### src/rtl/arau_pkg.sv
package arau_pkg;
   typedef enum logic [2:0] {
      OP_NOP    = 3'd0,
      OP_LDPTR  = 3'd1,
      OP_LDREG  = 3'd2,
      OP_ACC    = 3'd3,
      OP_ACCINC = 3'd4,
      OP_ACCDEC = 3'd5,
      OP_LOOP   = 3'd6,
      OP_RSV    = 3'd7
   } arau_op_e;

   typedef enum logic [1:0] {
      STEP_KEEP = 2'd0,
      STEP_INC  = 2'd1,
      STEP_DEC  = 2'd2
   } arau_step_e;
endpackage

### src/rtl/arau_step.sv
module arau_step #(
   parameter int AW = 16
) (
   input  arau_pkg::arau_step_e mode,
   input  logic [AW-1:0]        val,
   output logic [AW-1:0]        nxt
);
   import arau_pkg::*;
   localparam logic [AW-1:0] ONE = {{(AW-1){1'b0}}, 1'b1};

   always_comb begin
      unique case (mode)
         STEP_INC: nxt = val + ONE;
         STEP_DEC: nxt = val - ONE;
         default:  nxt = val;
      endcase
   end
endmodule

### src/rtl/arau_ptr.sv
module arau_ptr #(
   parameter int PW = 3
) (
   input  logic          clk,
   input  logic          rst_n,
   input  logic          load,
   input  logic [PW-1:0] new_val,
   output logic [PW-1:0] ptr_q
);
   always_ff @(posedge clk) begin
      if (!rst_n)    ptr_q <= '0;
      else if (load) ptr_q <= new_val;
   end


   ptr_load_chk: assert property (@(posedge clk) disable iff (!rst_n)
      load |=> ptr_q == $past(new_val));


   ptr_hold_chk: assert property (@(posedge clk) disable iff (!rst_n)
      !load |=> $stable(ptr_q));
endmodule

### src/rtl/arau_regfile.sv
module arau_regfile #(
   parameter int NUM_REGS = 8,
   parameter int AW       = 16,
   localparam int PW      = $clog2(NUM_REGS)
) (
   input  logic          clk,
   input  logic          rst_n,
   input  logic          wr_en,
   input  logic [PW-1:0] wr_idx,
   input  logic [AW-1:0] wr_data,
   input  logic [PW-1:0] cur_idx,
   output logic [AW-1:0] cur_val,
   input  logic [PW-1:0] rd_idx,
   output logic [AW-1:0] rd_data
);
   logic [AW-1:0] bank [NUM_REGS];

   for (genvar gi = 0; gi < NUM_REGS; gi++) begin : g_reg
      always_ff @(posedge clk) begin
         if (!rst_n)
            bank[gi] <= '0;
         else if (wr_en && wr_idx == PW'(gi))
            bank[gi] <= wr_data;
      end
   end

   assign cur_val = bank[cur_idx];
   assign rd_data = bank[rd_idx];


   wr_land_chk: assert property (@(posedge clk) disable iff (!rst_n)
      wr_en |=> bank[$past(wr_idx)] == $past(wr_data));
endmodule

### src/rtl/arau_top.sv
module arau_top #(
   parameter int NUM_REGS = 8,
   parameter int AW       = 16,
   localparam int PW      = $clog2(NUM_REGS)
) (
   input  logic          clk,
   input  logic          rst_n,
   input  logic          op_stb,
   input  logic [2:0]    op_code,
   input  logic [PW-1:0] op_idx,
   input  logic [AW-1:0] op_imm,
   input  logic          ptr_upd,
   input  logic [PW-1:0] rd_idx,
   output logic [AW-1:0] rd_data,
   output logic [PW-1:0] ptr_q,
   output logic [AW-1:0] eff_addr,
   output logic          addr_vld,
   output logic          br_vld,
   output logic          br_taken
);
   import arau_pkg::*;

   if (NUM_REGS < 2 || NUM_REGS != (1 << PW)) begin : g_bad_regs
      $error("NUM_REGS must be a power of two of at least 2");
   end
   if (AW < 2) begin : g_bad_aw
      $error("AW must be at least 2");
   end

   logic          do_ldptr, do_ldreg, do_acc, do_loop;
   arau_step_e    step_mode;
   logic [AW-1:0] cur_val, step_val;
   logic          wr_en;
   logic [PW-1:0] wr_idx;
   logic [AW-1:0] wr_data;
   logic          ptr_load;
   logic [PW-1:0] ptr_new;

   always_comb begin
      do_ldptr  = op_stb && (op_code == OP_LDPTR);
      do_ldreg  = op_stb && (op_code == OP_LDREG);
      do_acc    = op_stb && (op_code == OP_ACC || op_code == OP_ACCINC ||
                             op_code == OP_ACCDEC);
      do_loop   = op_stb && (op_code == OP_LOOP);
      step_mode = STEP_KEEP;
      if (op_code == OP_ACCINC)                           step_mode = STEP_INC;
      else if (op_code == OP_ACCDEC || op_code == OP_LOOP) step_mode = STEP_DEC;
   end

   arau_step #(.AW(AW)) u_step (
      .mode (step_mode),
      .val  (cur_val),
      .nxt  (step_val)
   );

   assign wr_en   = do_ldreg || ((do_acc || do_loop) && step_mode != STEP_KEEP);
   assign wr_idx  = do_ldreg ? op_idx : ptr_q;
   assign wr_data = do_ldreg ? op_imm : step_val;

   arau_regfile #(.NUM_REGS(NUM_REGS), .AW(AW)) u_bank (
      .clk     (clk),
      .rst_n   (rst_n),
      .wr_en   (wr_en),
      .wr_idx  (wr_idx),
      .wr_data (wr_data),
      .cur_idx (ptr_q),
      .cur_val (cur_val),
      .rd_idx  (rd_idx),
      .rd_data (rd_data)
   );

   assign ptr_load = do_ldptr || ((do_acc || do_loop) && ptr_upd);
   assign ptr_new  = op_idx;

   arau_ptr #(.PW(PW)) u_ptr (
      .clk     (clk),
      .rst_n   (rst_n),
      .load    (ptr_load),
      .new_val (ptr_new),
      .ptr_q   (ptr_q)
   );

   always_ff @(posedge clk) begin
      if (!rst_n) begin
         eff_addr <= '0;
         addr_vld <= 1'b0;
         br_vld   <= 1'b0;
         br_taken <= 1'b0;
      end else begin
         addr_vld <= do_acc;
         br_vld   <= do_loop;
         br_taken <= do_loop && (cur_val != '0);
         if (do_acc) eff_addr <= cur_val;
      end
   end


   addr_pre_chk: assert property (@(posedge clk) disable iff (!rst_n)
      do_acc |=> addr_vld && eff_addr == $past(cur_val));


   inc_step_chk: assert property (@(posedge clk) disable iff (!rst_n)
      (op_stb && op_code == OP_ACCINC && !ptr_upd) |=> cur_val == $past(cur_val) + 1'b1);


   br_cond_chk: assert property (@(posedge clk) disable iff (!rst_n)
      do_loop |=> br_vld && (br_taken == ($past(cur_val) != '0)));


   idle_chk: assert property (@(posedge clk) disable iff (!rst_n)
      !op_stb |=> !addr_vld && !br_vld);


   excl_chk: assert property (@(posedge clk) disable iff (!rst_n)
      !(addr_vld && br_vld));
endmodule

### config.mk
export PLATFORM = sky130hd
export DESIGN_NAME = arau_top
export DESIGN_NICKNAME = d
export VERILOG_FILES = /design/src/rtl/arau_pkg.sv /design/src/rtl/arau_step.sv /design/src/rtl/arau_ptr.sv /design/src/rtl/arau_regfile.sv /design/src/rtl/arau_top.sv
export SDC_FILE = /design/constraint.sdc
export NUM_CORES = 1
export LEC_CHECK = 0
export BUFFER_PORTS_ARGS = -buffer_cell sky130_fd_sc_hd__buf_4
export CAP_MARGIN = 10
export CORE_UTILIZATION = 50
export CTS_BUF_LIST = sky130_fd_sc_hd__clkbuf_4 sky130_fd_sc_hd__clkbuf_8 sky130_fd_sc_hd__clkbuf_16
export DETAILED_ROUTE_END_ITERATION = 10
export GPL_TIMING_DRIVEN = 1
export PLACE_DENSITY = 0.65
export SLEW_MARGIN = 15
export SYNTH_ARGS = -nofsm -noshare
export SYNTH_HDL_FRONTEND = slang
export SYNTH_SLANG_ARGS = --single-unit
### constraint.sdc
create_clock -name clk -period 11 [get_ports clk]
set_input_delay 0.55 -clock clk [delete_from_list [all_inputs] [get_ports clk]]
set_output_delay 0.55 -clock clk [all_outputs]
set_load 0.01 [all_outputs]
==> results.py <==
metrics = {
    "run_status": {
        "status": "finished, final reports clean",
    },
    "floorplan": {
        "start_util_pct": 51.9,
        "core_mm2": 0.0175,
        "ios": 67,
        "dieArea_mm2": 0.0187,
        "rows": 48,
        "die_width_um": 137,
        "fp.dieH_um": 137,
    },
    "global_route": {
        "grt_pass1_vias": 6788,
        "grt_pass1_wl_um": 41100,
        "overflow": 0,
        "grtUsageTotal_pct": 31.2,
        "antenna_found_initial": 0,
        "grt_max_degree": 49,
    },
    "clock_network": {
        "clk_latency_ns": 0.44,
        "h-tree-depth": 4,
        "clkSinkCount": 153,
        "postCtsSetupRepairBufs": 0,
        "cts-root-buf": "clkbuf_16",
        "cts_resized": 0,
        "cts-hold-fix-buffers": 0,
        "cts_tree": "yes",
        "clk_pin_slew_ns": 0.07,
        "clockBufferDepth": 2,
        "cts_buffers": 17,
    },
    "timing": {
        "setup_viol_count_final": 0,
        "fmax_mhz": 225,
        "hold-worst-slack_ns": 0.374,
        "fin_tns_setup_ns": 0,
        "hold_viol": 0,
        "final.min_clock_period_ns": 4.45,
        "layout_setup_ws_ns": 6.55,
        "max_slew.worst_pin.slew_ns": 1.02,
        "fin_skew_ns": 0.0112,
        "slew_headroom_pct": 32.0,
        "maxSlewViolCount": 0,
        "rsz0062_at_grt": "false",
        "fin_crit_sh_pct": 40.4,
    },
    "yosys": {
        "synth_fp_nets": 789,
        "synth_top_family_by_area": "multiplexers",
        "synthMuxAreaShare_pct": 21.6,
        "synth-seq-area-share_pct": 47.8,
        "postSynthCellCount": 756,
        "synthFlopType": "edfxtp_1",
        "synth_area_mm2": 0.00910,
        "synth-compound-area-share_pct": 10.3,
        "synth_edf_count": 128,
        "async_flop_share_pct": 0,
        "syn_avg_cell_area_um2": 12.0,
        "synth-seq-cells": 153,
        "yosys.area_share.simple_pct": 14.9,
        "synth_fa_ha_area_share_pct": 0.770,
        "synth_xor_area_share_pct": 1.24,
        "ys_types": 85,
        "synth_warnings": 0,
    },
    "worst_setup_path": {
        "reg2reg_depth": 11,
        "worstPathMaxFanout": 29,
        "end_kind": "flip-flop",
        "arrival_ns": 4.60,
        "startpoint_type": "flip-flop",
        "path_class": "flip-flop to flip-flop",
        "worst-r2r-setup-slack_ns": 6.55,
        "worst_ep_required_time_ns": 11.15,
    },
    "power_and_ir_drop": {
        "vdd_ir_drop_max_uv": 111,
        "p_leak_nw": 3.83,
        "powerDensity_mw_per_mm2": 154,
        "finalPower_mw": 1.58,
    },
    "finish": {
        "final_common_cell": "nor2_1",
        "fin_util_pct": 58.7,
        "fill_cells": 1483,
        "final_cell_area_mm2": 0.0103,
        "diodes": 0,
        "drive_above_1_share_pct": 26.6,
        "final_cell_mix": "nor2_1 (138), edfxtp_1 (128), buf_4 (82), mux4_2 (56), nand2_1 (48)",
        "fin_nets": 837,
        "syn2layout_area_growth_pct": 13.1,
        "layoutNonFillerInstCount": 1042,
    },
    "placed_design": {
        "dp_slack_ns": 6.35,
        "placed_cell_area_mm2": 0.00971,
        "gp_congestion": 0.938,
        "placed_cells": 1010,
        "dpl.hpwl_um": 18000,
        "portBuffers": 66,
    },
    "job": {
        "cap_violations": 0,
    },
    "min_path": {
        "min_path_type": "primary input to flip-flop",
        "hold_depth": 2,
    },
    "detailed_routing": {
        "wirelength_um": 27500,
        "antenna_left": 0,
        "first_pass_iters": 5,
        "vias": 6875,
        "wl_per_cell_um": 26.4,
        "drc": 0,
        "first_iter_violations": 754,
        "drt-vias-per-instance": 6.60,
    },
}
[power breakdown]
part | internal [mW] | switching [mW] | leakage [nW]
clock | 0.320 | 0.261 | 0.284
sequential | 0.655 | 0.0166 | 1.54
combinational | 0.125 | 0.203 | 2.01
[Yosys cell counts, types with 3 or more instances]
cell / n / area, µm²
and2_1: 7 / 43.8
nand4_1: 6 / 37.5
mux2i_1: 38 / 380
nor3_2: 4 / 40.0
mux2i_4: 4 / 90.1
a211oi_1: 13 / 97.6
mux2_2: 18 / 203
or2_2: 3 / 18.8
edfxtp_1: 128 / 3840
a31oi_1: 6 / 37.5
buf_6: 4 / 45.0
ha_1: 4 / 50.1
and3_1: 8 / 50.1
o21ai_0: 24 / 120
nand2_1: 48 / 180
xnor2_1: 7 / 61.3
nand3_1: 15 / 75.1
buf_1: 8 / 30.0
or4_1: 3 / 22.5
nor2_1: 138 / 518
nor2b_1: 7 / 43.8
buf_2: 4 / 20.0
or3_1: 4 / 25.0
dfxtp_1: 25 / 500
mux4_2: 56 / 1260
o21ai_1: 5 / 25.0
a22oi_1: 5 / 37.5
nand2b_1: 5 / 31.3
o211a_1: 15 / 150
nor3_1: 21 / 105
clkbuf_1: 32 / 120
o22ai_1: 3 / 18.8
inv_1: 6 / 22.5
nand3b_1: 4 / 30.0
a21oi_1: 12 / 60.1
xor2_1: 4 / 35.0
a21boi_0: 4 / 30.0
[routing by layer]
layer,share of wire (%),global-route usage (%),vias up
met5,0,0,-
met4,3.0,12.7,0
met3,9.4,7.00,66
met2,48,49.8,392
met1,40,41.2,3418
li1,-,-,2999
[final cells by class]
| cell class | instances | area, µm² | area share [%] |
|---|---|---|---|
| clock buffer | 18 | 433 | 4.21 |
| clock inverter | 14 | 143 | 1.39 |
| multi-input combinational | 543 | 4440 | 43.2 |
| inverter | 7 | 26.3 | 0.255 |
| sequential | 153 | 4350 | 42.3 |
| tap | 225 | 282 | 2.74 |
| timing repair buffer | 82 | 616 | 5.98 |
[cell families after synthesis]
group                    count (synthesis)
AO/OA/AOI/OAI                          119
XOR/XNOR                                12
adder cells (fa/ha/maj)                  6
buffers and inverters                   60
flip-flops                             153
multiplexers                           118
AND/OR/NAND/NOR                        288
[sequential cells by signal (all words and copies together), names as in the netlist, named ones only]
name and cells:
u_bank.bank 128, eff_addr 16, u_ptr.ptr_q 3, addr_vld 1
br_taken 1, br_vld 1
[final timing paths]
kind	endpoint	from
worst max-delay path	u_bank.bank[0][13]$_SDFFCE_PN0P_	flip-flop
worst min-delay path	addr_vld$_SDFF_PN0_	op_stb
worst max register to register	u_bank.bank[0][13]$_SDFFCE_PN0P_	flip-flop
worst min register to register	eff_addr[4]$_SDFFE_PN0P_	eff_addr[4]$_SDFFE_PN0P_
[worst max-delay path, cell delays in order (launching register included)]
cell and delay, ns:
dfxtp_2 0.32, buf_4 0.48, mux4_2 0.59, mux2_2 0.39, ha_1 0.47, nand3_1 0.15, nor4_1 0.34, o22ai_1 0.19
a21boi_0 0.30, a221oi_1 0.15, nor3_2 0.58, nor3_1 0.15
(Power assumes the default switching activity.)
